File: src/rtl/bcd_scan_pkg.sv
package bcd_scan_pkg;
  localparam int unsigned BCD_W = 4;
  typedef logic [BCD_W-1:0] bcd_t;
endpackage

File: src/rtl/scan_timer.sv
module scan_timer #(
  parameter int unsigned NUM_DIGITS    = 5,
  parameter int unsigned TICKS_PER_WIN = 8,
  localparam int unsigned IDX_W = $clog2(NUM_DIGITS),
  localparam int unsigned CNT_W = $clog2(TICKS_PER_WIN)
) (
  input  logic             clk_i,
  input  logic             rst_ni,
  input  logic             tick_i,
  output logic             active_o,
  output logic [IDX_W-1:0] idx_o,
  output logic             load_o,
  output logic             strobe_no
);
  localparam logic [CNT_W-1:0] CNT_LAST = CNT_W'(TICKS_PER_WIN - 1);
  localparam logic [CNT_W-1:0] CNT_PRE  = CNT_W'(TICKS_PER_WIN / 2 - 1);
  localparam logic [IDX_W-1:0] IDX_TOP  = IDX_W'(NUM_DIGITS - 1);

  logic             active_q;
  logic [IDX_W-1:0] idx_q;
  logic [CNT_W-1:0] cnt_q;
  logic             strobe_nq;
  logic             win_end;

  assign win_end  = active_q && (cnt_q == CNT_LAST);
  // new scan: first tick after reset, or end of last (LSD) window
  assign load_o   = tick_i && (!active_q || (win_end && idx_q == '0));

  always_ff @(posedge clk_i or negedge rst_ni) begin
    if (!rst_ni) begin
      active_q <= 1'b0;
      idx_q    <= '0;
      cnt_q    <= '0;
    end else if (tick_i) begin
      if (!active_q) begin
        active_q <= 1'b1;
        idx_q    <= IDX_TOP;
        cnt_q    <= '0;
      end else if (win_end) begin
        cnt_q <= '0;
        idx_q <= (idx_q == '0) ? IDX_TOP : idx_q - 1'b1;
      end else begin
        cnt_q <= cnt_q + 1'b1;
      end
    end
  end

  always_ff @(posedge clk_i or negedge rst_ni) begin
    if (!rst_ni) strobe_nq <= 1'b1;
    else         strobe_nq <= !(tick_i && active_q && (cnt_q == CNT_PRE));
  end

  assign active_o  = active_q;
  assign idx_o     = idx_q;
  assign strobe_no = strobe_nq;
endmodule

File: src/rtl/result_latch.sv
module result_latch
  import bcd_scan_pkg::*;
#(
  parameter int unsigned NUM_DIGITS = 5,
  localparam int unsigned IDX_W = $clog2(NUM_DIGITS)
) (
  input  logic                        clk_i,
  input  logic                        rst_ni,
  input  logic                        load_i,
  input  logic [NUM_DIGITS*BCD_W-1:0] digits_i,
  input  logic                        active_i,
  input  logic [IDX_W-1:0]            idx_i,
  output bcd_t                        bcd_o
);
  bcd_t lat_q [NUM_DIGITS];

  for (genvar k = 0; k < NUM_DIGITS; k++) begin : g_nib
    bcd_t nxt;
    if (k == NUM_DIGITS - 1) begin : g_half
      assign nxt = {3'b000, digits_i[k*BCD_W]};
    end else begin : g_full
      assign nxt = digits_i[k*BCD_W +: BCD_W];
    end
    always_ff @(posedge clk_i or negedge rst_ni) begin
      if (!rst_ni)     lat_q[k] <= '0;
      else if (load_i) lat_q[k] <= nxt;
    end
  end

  always_comb begin
    bcd_o = '0;
    for (int k = 0; k < NUM_DIGITS; k++)
      if (active_i && idx_i == IDX_W'(k)) bcd_o = lat_q[k];
  end
endmodule

File: src/rtl/digit_decoder.sv
module digit_decoder #(
  parameter int unsigned NUM_DIGITS = 5,
  localparam int unsigned IDX_W = $clog2(NUM_DIGITS)
) (
  input  logic                  active_i,
  input  logic [IDX_W-1:0]      idx_i,
  output logic [NUM_DIGITS-1:0] sel_o
);
  for (genvar k = 0; k < NUM_DIGITS; k++) begin : g_sel
    assign sel_o[k] = active_i && (idx_i == IDX_W'(k));
  end
endmodule

File: src/rtl/bcd_digit_scanner.sv
module bcd_digit_scanner
  import bcd_scan_pkg::*;
#(
  parameter int unsigned NUM_DIGITS    = 5,
  parameter int unsigned TICKS_PER_WIN = 8,
  localparam int unsigned IDX_W = $clog2(NUM_DIGITS)
) (
  input  logic                        clk_i,
  input  logic                        rst_ni,
  input  logic                        tick_i,
  input  logic [NUM_DIGITS*BCD_W-1:0] digits_i,
  output logic [BCD_W-1:0]            bcd_o,
  output logic [NUM_DIGITS-1:0]       digit_sel_o,
  output logic                        strobe_no
);
  logic             active;
  logic [IDX_W-1:0] idx;
  logic             load;

  scan_timer #(.NUM_DIGITS(NUM_DIGITS), .TICKS_PER_WIN(TICKS_PER_WIN)) u_timer (
    .clk_i, .rst_ni, .tick_i,
    .active_o(active), .idx_o(idx), .load_o(load), .strobe_no(strobe_no)
  );

  result_latch #(.NUM_DIGITS(NUM_DIGITS)) u_latch (
    .clk_i, .rst_ni, .load_i(load), .digits_i,
    .active_i(active), .idx_i(idx), .bcd_o(bcd_o)
  );

  digit_decoder #(.NUM_DIGITS(NUM_DIGITS)) u_dec (
    .active_i(active), .idx_i(idx), .sel_o(digit_sel_o)
  );
endmodule

File: config.mk
export PLATFORM = sky130hd
export DESIGN_NAME = bcd_digit_scanner
export DESIGN_NICKNAME = d
export VERILOG_FILES = /design/src/rtl/bcd_scan_pkg.sv /design/src/rtl/scan_timer.sv /design/src/rtl/result_latch.sv /design/src/rtl/digit_decoder.sv /design/src/rtl/bcd_digit_scanner.sv
export SDC_FILE = /design/constraint.sdc
export NUM_CORES = 1
export LEC_CHECK = 0
export ABC_AREA = 1
export BUFFER_PORTS_ARGS = -buffer_cell sky130_fd_sc_hd__buf_4
export CAP_MARGIN = 30
export CORE_MARGIN = 10
export CORE_UTILIZATION = 58
export CTS_BUF_LIST = sky130_fd_sc_hd__clkbuf_2 sky130_fd_sc_hd__clkbuf_4 sky130_fd_sc_hd__clkbuf_8
export DETAILED_ROUTE_END_ITERATION = 16
export PLACE_DENSITY_LB_ADDON = 0.12
export REMOVE_ABC_BUFFERS = 1
export SLEW_MARGIN = 20
export SYNTH_ARGS = -nofsm -noshare
export SYNTH_HDL_FRONTEND = slang
export SYNTH_HIERARCHICAL = 1
export SYNTH_SLANG_ARGS = --single-unit
File: constraint.sdc
create_clock -name clk_i -period 3.85 [get_ports clk_i]
set_clock_uncertainty 0.05 [all_clocks]
set_input_delay 0.77 -clock clk_i [delete_from_list [all_inputs] [get_ports clk_i]]
set_output_delay 0.77 -clock clk_i [all_outputs]
set_load 0.03 [all_outputs]
## Word level (Yosys, flattened, before mapping)

Index checks and enable logic that the tools add are counted.

| word-level totals | value |
|---|---|
| register bits after elaboration | 25 |
| bits of input ports | 23 |
| output and inout bits | 10 |
| bits in latches | 0 |
| logic and storage cells | 43 |
| memories | 0 |
| bits in writable memories | 0 |
| ROM bits | 0 |

| operators by class | value |
|---|---|
| reductions and logical operators | 15 |
| $mul | 0 |
| shift operators | 0 |
| $add $sub $neg | 2 |
| bitwise logic cells | 0 |
| divide/modulo/power cells | 0 |
| equal/unequal tests | 7 |
| mux-type cells | 10 |
| magnitude comparators | 0 |

Operators by type and width:

| cell | count |
|---|---|
| 4-bit 2-to-1 mux | 5 |
| 3-bit 2-to-1 mux | 5 |
| 1-bit logical AND | 10 |
| 3-bit by 2-bit == test with 1-bit output, second input constant | 3 |
| 3-bit == test, second input constant | 2 |
| 3-bit by 1-bit adder with 3-bit output, second input constant | 1 |
| 3-bit by 1-bit == test with 1-bit output, second input constant | 1 |
| 3-bit logical NOT | 1 |
| 3-bit by 1-bit subtractor with 3-bit output, second input constant | 1 |
| 1-bit logical NOT | 2 |
| 2-bit inequality test, second input constant | 1 |
| 2-bit AND reduction | 1 |
| 1-bit logical OR | 1 |

## Logic depth before layout (Yosys ltp)

Gate-level depths: netlist of run 1.

| logic depth | value |
|---|---|
| depth after elaboration | 7 |
| depth in mapped cells | 9 |

## Hierarchy

Netlist of run 1, hierarchy kept.

Modules (own cells, without submodules):

| module | area an instance (um^2) | cells each | instances |
|---|---|---|---|
| result_latch | 820.8 | 82 | 1 |
| scan_timer | 397.9 | 43 | 1 |
| digit_decoder | 55.1 | 14 | 1 |

## Worst setup path after synthesis of run 1

Ideal clock, no wire load.

| timing path | value |
|---|---|
| path kind | register to output |
| from | register u_timer.idx_q[0] (netlist: u_timer/idx_o[0]) |
| to | output port bcd_o[1] |
| path buffers | 0 |
| data arrival time | 1.330 ns |
| data required time | 3.030 ns |
| stages on the path, launching flop included | 7 |
| path slack | 1.700 ns |
| path through | dfrtp_1 -> inv_2 -> nor2_2 -> nand3_1 -> nand2_1 -> nor2_1 -> nor2_1 |

| on the way | value |
|---|---|
| longest elaborated chain between the ends | 7 |
| elaborated cells between the ends (all ways) | 15 |
| classes of those cells | 4 x eq/ne; 5 x mux; 6 x reduce/logical |

RTL lines:

| item | line | source |
|---|---|---|
| from (decl) | scan_timer.sv:20 | `logic [IDX_W-1:0] idx_q;` |
| from (signal assigned) | scan_timer.sv:41 | `idx_q <= (idx_q == '0) ? IDX_TOP : idx_q - 1'b1;` |
| 3-bit logical NOT | result_latch.sv:33 | `if (active_i && idx_i == IDX_W'(k)) bcd_o = lat_q[k];` |
| 1-bit logical AND | result_latch.sv:33 |  |
| 4-bit 2-to-1 mux (4 in a row) | result_latch.sv:33 |  |
| 4-bit 2-to-1 mux * | result_latch.sv:33 |  |
| to (decl) | bcd_digit_scanner.sv:12 | `output logic [BCD_W-1:0] bcd_o,` |

Every way passes the cells marked *; elsewhere a longest branch is shown, timed or not.

## Worst setup path after layout of run 1

Same ends and word-level chain as after synthesis.

==> summary.md, run 1 <==
| Metric | Value |
|---|---|
| Cell area after layout | `0.00154 mm2` |
| CP Class | `register to primary output` |
| Crit path from | `u_timer/idx_o[0]` |
| LEAKAGE | `0.812 nW` |
| Setup_tns | `0 ns` |
| Hold Buf Count CTS | `0` |
| Setup violators final | `0` |
| Port Buffer Count | `29` |
| R2R setup slack | `1.90 ns` |
| NumNets Final | `197` |
| Fmax | `0.391 GHz` |
| I/O pin count | `33` |
| H-tree lvl count | `1` |
| Synth Area in Adders | `2.95%` |
| Crit path depth | `7` |
| Most frequent cells in the layout | `30 x buf_4, 28 x nand2_1, 24 x dfrtp_1` |
| DRC | `0` |
| # diodes | `0` |
| Die Footprint | `0.00447 mm2` |
| Mux share of post-synthesis cell area | `12.4%` |
| TritonCTS clock tree | `built` |
| Synthesized area | `0.00127 mm2` |
| Reg2Reg Capture Point | `u_latch/lat_q[19]` |
| Crit-path max FO | `9` |
| Synth Area in XOR/XNOR | `0%` |
| DP HPWL | `2.16 mm` |
| Pwr Density | `739 mW/mm2` |
| Via density | `5.36` |
| Clock Tree Root | `clkbuf_4` |
| Most common cell after layout, fill and taps aside | `buf_4` |
| Initial Util | `63.0%` |
| Clk pwr share | `10.4%` |
| Avg Cell Area, Syn | `9.16 um2` |
| CTS resizes | `0` |
| Largest net degree at the start of global routing | `26` |
| FP Rows | `16` |
| First-pass GRT wire length | `4.73 mm` |
| Core footprint | `0.00202 mm2` |
| Most common cell on crit path | `nor2_1` |
| Switch Pwr | `0.000503 W` |
| GRT overflow | `0` |
| Required time of the worst setup path | `3.03 ns` |
| Antenna violations before repair | `0` |
| Startpoint Class | `register` |
| Vias in the first global route | `1114` |
| Crit-path slowest cell | `dfrtp_1` |
| Simple-gate portion of the synthesized area | `24.5%` |
| RSZ-0062 raised after global routing | `no` |
| Minimum clock period | `2.56 ns` |
| Reg2reg path depth | `8` |
| Vias | `1056` |
| 1st-pass router iterations | `4` |
| Max_cap viols | `0` |
| Die height | `66.9 um` |
| Comb pwr share | `48.4%` |
| Reg power frac | `41.2%` |
| Ys Warns | `6` |
| Initial DRC Count | `74` |
| CP Capture Type | `primary output` |
| Sequential cell area fraction in the yosys report | `49.2%` |
| Worst VDD drop | `414 uV` |
| Fin. max-slew vios | `0` |
| Main combinational cell family by area after synthesis | `simple AND/OR/NAND/NOR gates` |
| Internal Power | `0.000634 W` |
| Clock transition at path regs | `0.14 ns` |
| Post-route antenna net violation count | `0` |
| FF-to-FF Start | `u_timer/cnt_q[0]` |
| Outcome | `finished clean` |
| Sw frac | `44.2%` |
| Rel. slew slack | `69.2%` |
| TritonCTS buffer count | `3` |
| Compound-Gate Fraction of Synth Area | `4.42%` |
| Routed WL | `2.82 mm` |
| Post-Syn Instances | `139` |
| Area Growth Syn to Fin | `20.8%` |
| CTS Buffer Depth | `2` |
| Critical path buffers and inverters | `2` |
| DIE WIDTH | `66.9 um` |
| Routability Congestion | `0.804` |
| CP Data Arrival Time | `1.74 ns` |
| Wire per inst | `14.3 um` |
| GRT Total Usage | `13.2%` |
| Dpl cell area | `0.00151 mm2` |
| Post CTS Setup Buffer Count | `0` |
| Worst setup path end | `bcd_o[1]` |
| Worst-Margin Slew | `0.462 ns` |
| CTS Sinks | `25` |
| Fin crit share | `66.4%` |
| Share of cells above drive strength 1 | `38.2%` |
| CP max stage delay | `0.62 ns` |
| Cell family with most CP delay | `flip-flops` |
| Worst Hold Class | `input port to asynchronous set/reset pin` |
| Yosys cell types | `23` |
| Final Hold Viols | `0` |
| FF+latch count, synth | `25` |
| Worst-Skew Late Latency | `0.32 ns` |
| Worst-path cell chain | `inv_2 -> nor2_2 -> nand3_1 -> nand2_1 -> nor2_1 -> nor2_1 -> buf_4` |
## worst min path at each step
stage	cells after the start	to	slack, ns
floorplan	2	u_timer/cnt_q[1]	0.41
global placement	2	u_timer/cnt_q[1]	0.43
detailed placement	1	u_latch/lat_q[0]	0.45
CTS	1	u_timer/active_o	0.27
global route	1	u_timer/idx_o[0]	0.27
finish	1	u_timer/active_o	0.27
## worst register-to-register path, stage by stage (launching register included)
cell	delay [ns]
dfrtp_1	0.40
ha_1	0.19
ha_1	0.16
inv_1	0.06
nand2_2	0.10
nand2_1	0.10
a21oi_1	0.13
buf_4	0.28
mux2_2	0.38
## Yosys cell counts
library cell | instances | area, um2
nand2_1 | 28 | 105
dfrtp_1 | 24 | 601
nor2_1 | 15 | 56.3
mux2_2 | 14 | 158
inv_1 | 10 | 37.5
nand3_1 | 10 | 50.1
o21ai_0 | 6 | 30.0
inv_2 | 5 | 18.8
a21oi_1 | 3 | 15.0
ha_1 | 3 | 37.5
nand2_2 | 3 | 18.8
nand4_1 | 3 | 18.8
nor2_2 | 3 | 18.8
buf_2 | 2 | 10.0
nor2_4 | 2 | 22.5
buf_6 | 1 | 11.3
dfstp_2 | 1 | 26.3
inv_4 | 1 | 6.26
nand3_2 | 1 | 10.0
nor3_1 | 1 | 5.00
o21ai_1 | 1 | 5.00
o22ai_1 | 1 | 6.26
or2_2 | 1 | 6.26
## per-stage QoR
stage	std cells	setup WS, ns	hold slack [ns]	util (%)	total power (W)
floorplan	136	1.48	0.407	-	0.000833
global placement	193	1.72	0.426	74.8	0.000993
detailed placement	193	1.67	0.446	74.8	0.00103
CTS	197	1.29	0.272	76.1	0.00114
global route	197	1.09	0.275	76.1	0.00122
finish	197	1.29	0.268	76.1	0.00114
## power by group through the flow
stage               Clock [W]  Combinational [W]  Sequential, W
floorplan                   0           0.000388       0.000446
global placement            0           0.000530       0.000463
detailed placement          0           0.000554       0.000474
CTS                  0.000121           0.000556       0.000467
global route         0.000131           0.000605       0.000484
finish               0.000118           0.000551       0.000469
## sequential cells by signal (all words and copies together) (netlist names)
| signal | count |
|---|---|
| u_latch/lat_q | 17 |
| u_timer/active_o | 1 |
| u_timer/cnt_q | 3 |
| u_timer/idx_o | 3 |
| u_timer/strobe_no | 1 |
## area by class of cell
| type | instances | area, um2 |
|---|---|---|
| well taps | 27 | 33.8 |
| inverters | 16 | 62.6 |
| flip-flops and latches | 25 | 627 |
| multi-input cells | 95 | 563 |
| repair buffers | 30 | 225 |
| clock buffers | 3 | 22.5 |
| clock inverters | 1 | 5.00 |
| fillers | 163 | 483 |
## logic make-up after synthesis
kind of cell             after synthesis
AO/OA/AOI/OAI                         11
adder cells (fa/ha/maj)                3
buffers and inverters                 19
flip-flops                            25
multiplexers                          14
AND/OR/NAND/NOR                       67
## layer usage
| layer | global-route usage (%) | share of wire, % |
|---|---|---|
| met5 | 0 | 0 |
| met2 | 23.1 | 49 |
| met3 | 3.51 | 6.4 |
| met4 | 6.41 | 1.5 |
| met1 | 14.2 | 43 |
Power figures use the tool's default switching activity.
==> run 2, diff against run 1 <==
--- a/config.mk
+++ b/config.mk
@@ -9,7 +9,7 @@
 export BUFFER_PORTS_ARGS = -buffer_cell sky130_fd_sc_hd__buf_4
 export CAP_MARGIN = 30
 export CORE_MARGIN = 10
-export CORE_UTILIZATION = 58
+export CORE_UTILIZATION = 54
 export CTS_BUF_LIST = sky130_fd_sc_hd__clkbuf_2 sky130_fd_sc_hd__clkbuf_4 sky130_fd_sc_hd__clkbuf_8
 export DETAILED_ROUTE_END_ITERATION = 16
 export PLACE_DENSITY_LB_ADDON = 0.12
==> constraint.sdc (replaced) <==
create_clock -name clk_i -period 2.6 [get_ports clk_i]
set_clock_uncertainty 0.05 [all_clocks]
set_input_delay 0.52 -clock clk_i [delete_from_list [all_inputs] [get_ports clk_i]]
set_output_delay 0.52 -clock clk_i [all_outputs]
set_load 0.03 [all_outputs]
==> summary.md, run 2 (synthesis results as in run 1) <==
| Metric | Value |
|---|---|
| Met2 WL | `1.20 mm (-13%)` |
| Final WS setup | `0.365 ns (-0.930 ns)` |
| GRT overflow | `0 (unchanged)` |
| Minimum clock period | `2.24 ns` |
| Core Util, Final | `69.1% (-7.0 points)` |
| Largest Register | `u_latch/lat_q` |
| Wire per inst | `12.9 um (-10%)` |
| Clock Tree Root | `clkbuf_4` |
| # diodes | `0 (unchanged)` |
| CP Data Arrival Time | `1.67 ns (-0.07 ns)` |
| Pwr Density | `1080 mW/mm2 (+47%)` |
| 1st-pass router iterations | `4 (unchanged)` |
| Die height | `68.6 um (+2.6%)` |
| Fin. max-slew vios | `0 (unchanged)` |
| FF-to-FF Start | `u_timer/cnt_q[0]` |
| Largest register FFs | `17 (unchanged)` |
| Hold Buf Count CTS | `0 (unchanged)` |
| Share of cells above drive strength 1 | `38.2% (unchanged)` |
| DP HPWL | `2.03 mm (-6.1%)` |
| Setup_tns | `0 ns (unchanged)` |
| Crit-path max FO | `9 (unchanged)` |
| Reg power frac | `40.9% (-0.3 points)` |
| Met3 WL post-DR | `224 um (+24%)` |
| Area Growth Syn to Fin | `21.1%` |
| Reg2reg path depth | `8 (unchanged)` |
| Clock transition at path regs | `0.13 ns (about the same)` |
| Comb pwr share | `48.5% (about the same)` |
| RSZ-0062 raised after global routing | `no` |
| Cell area after layout | `0.00154 mm2 (+0.24%)` |
| CTS Buffer Depth | `2 (unchanged)` |
| CP Class | `register to primary output` |
| Switch Pwr | `0.000722 W (+43%)` |
| FP Rows | `17 (+1)` |
| Storage element area | `627 um2 (unchanged)` |
| Antenna violations before repair | `0 (unchanged)` |
| Worst-Margin Slew | `0.412 ns (-0.0499 ns)` |
| NumNets Final | `197 (unchanged)` |
| Max_cap viols | `0 (unchanged)` |
| Post-route antenna net violation count | `0 (unchanged)` |
| Multi-input logic area | `563 um2 (unchanged)` |
| GRT Total Usage | `11.1% (-2.1 points)` |
| H-tree lvl count | `1 (unchanged)` |
| Post CTS Setup Buffer Count | `0 (unchanged)` |
| I/O pin count | `33 (unchanged)` |
| Worst VDD drop | `678 uV (+64%)` |
| First-pass GRT wire length | `4.10 mm (-13%)` |
| Sw frac | `43.1% (-1.1 points)` |
| Initial Util | `57.0% (-6.0 points)` |
| Clk pwr share | `10.6% (+0.2 points)` |
| DRC | `0 (unchanged)` |
| Setup violators final | `0 (unchanged)` |
| Fill count | `179 (+9.8%)` |
| Pre-CTS WS | `0.726 ns (-0.944 ns)` |
| Worst Hold Class | `input port to asynchronous set/reset pin` |
| Port Buffer Count | `29 (unchanged)` |
| Via density | `5.02 (-6.4%)` |
| CTS resizes | `0 (unchanged)` |
| R2R setup slack | `0.74 ns (-1.16 ns)` |
| Dpl cell area | `0.00151 mm2 (about the same)` |
| Most frequent cells in the layout | `30 x buf_4, 28 x nand2_1, 24 x dfrtp_1` |
| Highest metal used | `met4` |
| Rel. slew slack | `72.5% (+3.3 points)` |
| Vias in the first global route | `996 (-11%)` |
| Routability Congestion | `0.768 (-4.4%)` |
| Die Footprint | `0.00470 mm2 (+5.2%)` |
| Fmax | `0.447 GHz` |
| Internal Power | `0.000951 W (+50%)` |
| Wire length on met1 | `1.11 mm (-9.1%)` |
| DIE WIDTH | `68.6 um (+2.6%)` |
| TritonCTS buffer count | `3 (unchanged)` |
| Routed WL | `2.55 mm (-9.5%)` |
| TritonCTS clock tree | `built` |
| LEAKAGE | `0.812 nW (about the same)` |
| Initial DRC Count | `39 (-47%)` |
| Core footprint | `0.00223 mm2 (+10%)` |
| Cell Count, Final, Fillers Out | `198 (+0.51%)` |
| Vias | `993 (-6.0%)` |
| Startpoint Class | `register` |
| Largest net degree at the start of global routing | `26 (unchanged)` |
| Required time of the worst setup path | `2.03 ns (-1.00 ns)` |
| CP Capture Type | `primary output` |
| Reg2Reg Capture Point | `u_latch/lat_q[5]` |
| Placed Instances | `194 (+0.52%)` |
| CTS Sinks | `25 (unchanged)` |
| Worst-Skew Late Latency | `0.31 ns (about the same)` |
| Final Hold Viols | `0 (unchanged)` |
| Fin crit share | `86.0%` |
| Outcome | `finished clean` |
| Most common cell after layout, fill and taps aside | `buf_4` |
==> run 2: cell types whose count changed in the layout (fill, tap and decap cells not counted), sizes merged <==
cell,delta
clkinv,-1
clkbuf,+1
==> run 2: routing by layer <==
layer	global-route usage [%]	vias to the layer above
li1	-	507
met1	13.2	457
met2	18.4	27
met3	3.54	2
met4	3.77	0
met5	0	-
==> run 2: how the worst max path moves through the flow <==
stage                                 from          endpoint  slack [ns]
after floorplan           u_timer/cnt_q[0]  u_latch/lat_q[0]        0.23
after global placement    u_timer/idx_o[0]          bcd_o[1]        0.74
after detailed placement  u_timer/idx_o[0]          bcd_o[1]        0.73
after CTS                 u_timer/idx_o[0]          bcd_o[1]        0.36
after global routing      u_timer/idx_o[0]          bcd_o[0]        0.19
final                     u_timer/idx_o[0]          bcd_o[1]        0.36
==> run 2: through the flow <==
step | hold WS, ns | power, W
CTS | 0.0414 | 0.00169
finish | 0.0338 | 0.00167
global placement | 0.384 | 0.00147
floorplan | 0.174 | 0.00123
global route | 0.0373 | 0.00181
detailed placement | 0.389 | 0.00151
==> run 2: area by class of cell <==
class | count | area share, %
Clock buffer | 4 | 1.95
Timing Repair Buffer | 30 | 14.6
Inverter | 16 | 4.06
Sequential cell | 25 | 40.6
Tap cell | 28 | 2.27
Multi-Input combinational cell | 95 | 36.5
==> run 2: worst max-delay path, cell delays in order, from the launching register on <==
cell and delay (ns):
dfrtp_1 0.58, inv_2 0.13, nor2_2 0.18, nand3_1 0.09, nand2_1 0.08, nor2_1 0.05
nor2_1 0.08, buf_4 0.17
==> run 2: power by group through the flow <==
stage                     Clock, W  Sequential (W)  Combinational, W
after global routing      0.000201        0.000712          0.000895
after CTS                 0.000183        0.000686          0.000822
after global placement           0        0.000687          0.000785
final                     0.000177        0.000685          0.000811
after detailed placement         0        0.000696          0.000819
after floorplan                  0        0.000660          0.000574
==> run 3, diff against run 2 <==
--- a/config.mk
+++ b/config.mk
@@ -13,7 +13,6 @@
 export CTS_BUF_LIST = sky130_fd_sc_hd__clkbuf_2 sky130_fd_sc_hd__clkbuf_4 sky130_fd_sc_hd__clkbuf_8
 export DETAILED_ROUTE_END_ITERATION = 16
 export PLACE_DENSITY_LB_ADDON = 0.12
-export REMOVE_ABC_BUFFERS = 1
 export SLEW_MARGIN = 20
 export SYNTH_ARGS = -nofsm -noshare
 export SYNTH_HDL_FRONTEND = slang
==> summary.md, run 3 (synthesis results as in run 1) <==
| Metric | Value |
|---|---|
| CP Capture Type | `primary output` |
| Largest net degree at the start of global routing | `26 (unchanged)` |
| CTS Sinks | `25 (unchanged)` |
| Routed WL | `2.74 mm (+7.3%)` |
| First-pass GRT wire length | `4.28 mm (+4.5%)` |
| NumNets Final | `197 (unchanged)` |
| Outcome | `finished clean` |
| Initial Util | `57.0% (unchanged)` |
| GRT Total Usage | `12.0% (+0.86 points)` |
| Worst-Skew Late Latency | `0.31 ns (about the same)` |
| Via density | `5.11 (+1.8%)` |
| Startpoint Class | `register` |
| Largest Register | `u_latch/lat_q` |
| Syn_nets | `165` |
| # diodes | `0 (unchanged)` |
| GRT overflow | `0 (unchanged)` |
| Largest register FFs | `17 (unchanged)` |
| Die Footprint | `0.00470 mm2 (unchanged)` |
| Vias | `1011 (+1.8%)` |
| CP max stage delay | `0.64 ns (+0.06 ns)` |
| Antenna violations before repair | `0 (unchanged)` |
| Crit-path slowest cell | `dfrtp_1` |
| TritonCTS buffer count | `3 (unchanged)` |
| Required time of the worst setup path | `2.03 ns (about the same)` |
| Clock transition at path regs | `0.13 ns (about the same)` |
| Routability Congestion | `0.821 (+6.8%)` |
| Switch Pwr | `0.000737 W (+2.2%)` |
| Setup_tns | `0 ns (unchanged)` |
| Pwr Density | `1090 mW/mm2 (+0.95%)` |
| RSZ-0062 raised after global routing | `no` |
| Crit-path max FO | `12 (+3)` |
| Fin. max-slew vios | `0 (unchanged)` |
| Clk pwr share | `10.6% (about the same)` |
| LEAKAGE | `0.812 nW (unchanged)` |
| Most common cell after layout, fill and taps aside | `buf_4` |
| Most common cell on crit path | `nor2_1` |
| Worst VDD drop | `661 uV (-2.5%)` |
| TritonCTS clock tree | `built` |
| DIE WIDTH | `68.6 um (unchanged)` |
| Hold Buf Count CTS | `0 (unchanged)` |
| Minimum clock period | `2.26 ns (+0.0295 ns)` |
| Fin crit share | `87.1% (+1.1 points)` |
| Fmax | `0.442 GHz (-1.3%)` |
| Initial DRC Count | `78 (+100%)` |
| CTS resizes | `0 (unchanged)` |
| Vias in the first global route | `977 (-1.9%)` |
| Most frequent cells in the layout | `30 x buf_4, 28 x nand2_1, 24 x dfrtp_1` |
| CTS Buffer Depth | `2 (unchanged)` |
| CP Data Arrival Time | `1.69 ns (+0.02 ns)` |
| Die height | `68.6 um (unchanged)` |
| Final Hold Viols | `0 (unchanged)` |
| Wire per inst | `13.8 um (+7.3%)` |
| Port Buffer Count | `29 (unchanged)` |
| FP Rows | `17 (unchanged)` |
| CP Class | `register to primary output` |
| Clock Tree Root | `clkbuf_4` |
| Worst-Margin Slew | `0.445 ns (+0.0326 ns)` |
| Fill count | `187 (+4.5%)` |
| Post CTS Setup Buffer Count | `0 (unchanged)` |
| Reg power frac | `40.9% (about the same)` |
| Worst Hold Class | `input port to asynchronous set/reset pin` |
| Internal Power | `0.000951 W (about the same)` |
| Final WS setup | `0.335 ns (-0.0295 ns)` |
| Rel. slew slack | `70.4% (-2.2 points)` |
| Post-route antenna net violation count | `0 (unchanged)` |
| H-tree lvl count | `1 (unchanged)` |
| DP HPWL | `2.04 mm (+0.59%)` |
| I/O pin count | `33 (unchanged)` |
| Reg2reg path depth | `8 (unchanged)` |
| Max_cap viols | `0 (unchanged)` |
| Pre-CTS WS | `0.701 ns (-0.0248 ns)` |
| Core footprint | `0.00223 mm2 (unchanged)` |
| DRC | `0 (unchanged)` |
| Comb pwr share | `48.6% (about the same)` |
| Sw frac | `43.7% (+0.52 points)` |
| Setup violators final | `0 (unchanged)` |
| Share of cells above drive strength 1 | `38.2% (unchanged)` |
| Area Growth Syn to Fin | `21.1% (unchanged)` |
| 1st-pass router iterations | `4 (unchanged)` |
| Worst-path cell chain | `nand3_2 -> nor2_2 -> inv_2 -> nor2_1 -> nor2_1 -> buf_4` |
run 3: cell counts in the layout (fill, tap and decap cells not counted):
No cell type changed its count.
run 3: per-stage QoR:
step	std cells	total power (W)	hold WS, ns	area, um2	util, %
3_3_place_gp	194	0.00148	0.390	1510	67.7
3_5_place_dp	194	0.00152	0.392	1510	67.7
6_report	198	0.00169	0.0364	1540	69.1
2_1_floorplan	139	0.00124	0.174	1270	-
5_1_grt	198	0.00182	0.0350	1540	69.1
4_1_cts	198	0.00170	0.0410	1540	69.1
run 3: final timing paths:
path | from | to | slack (ns)
max | u_timer/active_o | bcd_o[3] | 0.34
min in group clk_i | digits_i[9] | u_latch/lat_q[9] | 0.36
max reg2reg | u_timer/cnt_q[0] | u_latch/lat_q[6] | 0.69
min reg2reg | u_timer/cnt_q[0] | u_timer/cnt_q[0] | 0.46
min | rst_ni | u_timer/active_o | 0.04
max in group asynchronous | rst_ni | u_timer/strobe_no | 2.18
run 3: critical path: cells and delay by family (launching register included):
| kind | cells | cell delay [ns] |
|---|---|---|
| and+or+nand+nor | 4 | 0.53 |
| buffers and inverters | 2 | 0.21 |
| DFF | 1 | 0.64 |
run 3: power groups by stage:
stage	clock network, W	registers [W]	logic, W
finish	0.000178	0.000690	0.000820
floorplan	0	0.000660	0.000577
CTS	0.000185	0.000688	0.000824
global placement	0	0.000687	0.000792
detailed placement	0	0.000696	0.000821
global route	0.000202	0.000716	0.000900
run 3: area by class of cell:
type	count	area, um2	share of cell area, %
Tap cell	28	35.0	2.27
Timing Repair Buffer	30	225	14.6
Sequential cell	25	627	40.6
Multi-Input combinational cell	95	563	36.5
Clock buffer	4	30.0	1.95
Inverter	16	62.6	4.06
run 3: per-layer routing:
| layer | GRT usage, % | wire length, um | vias up |
|---|---|---|---|
| met5 | 0 | 0 | - |
| met4 | 5.78 | 17 | 0 |
| met3 | 4.03 | 222 | 2 |
| met2 | 18.4 | 1290 | 25 |
| met1 | 14.7 | 1210 | 469 |
| li1 | - | - | 515 |
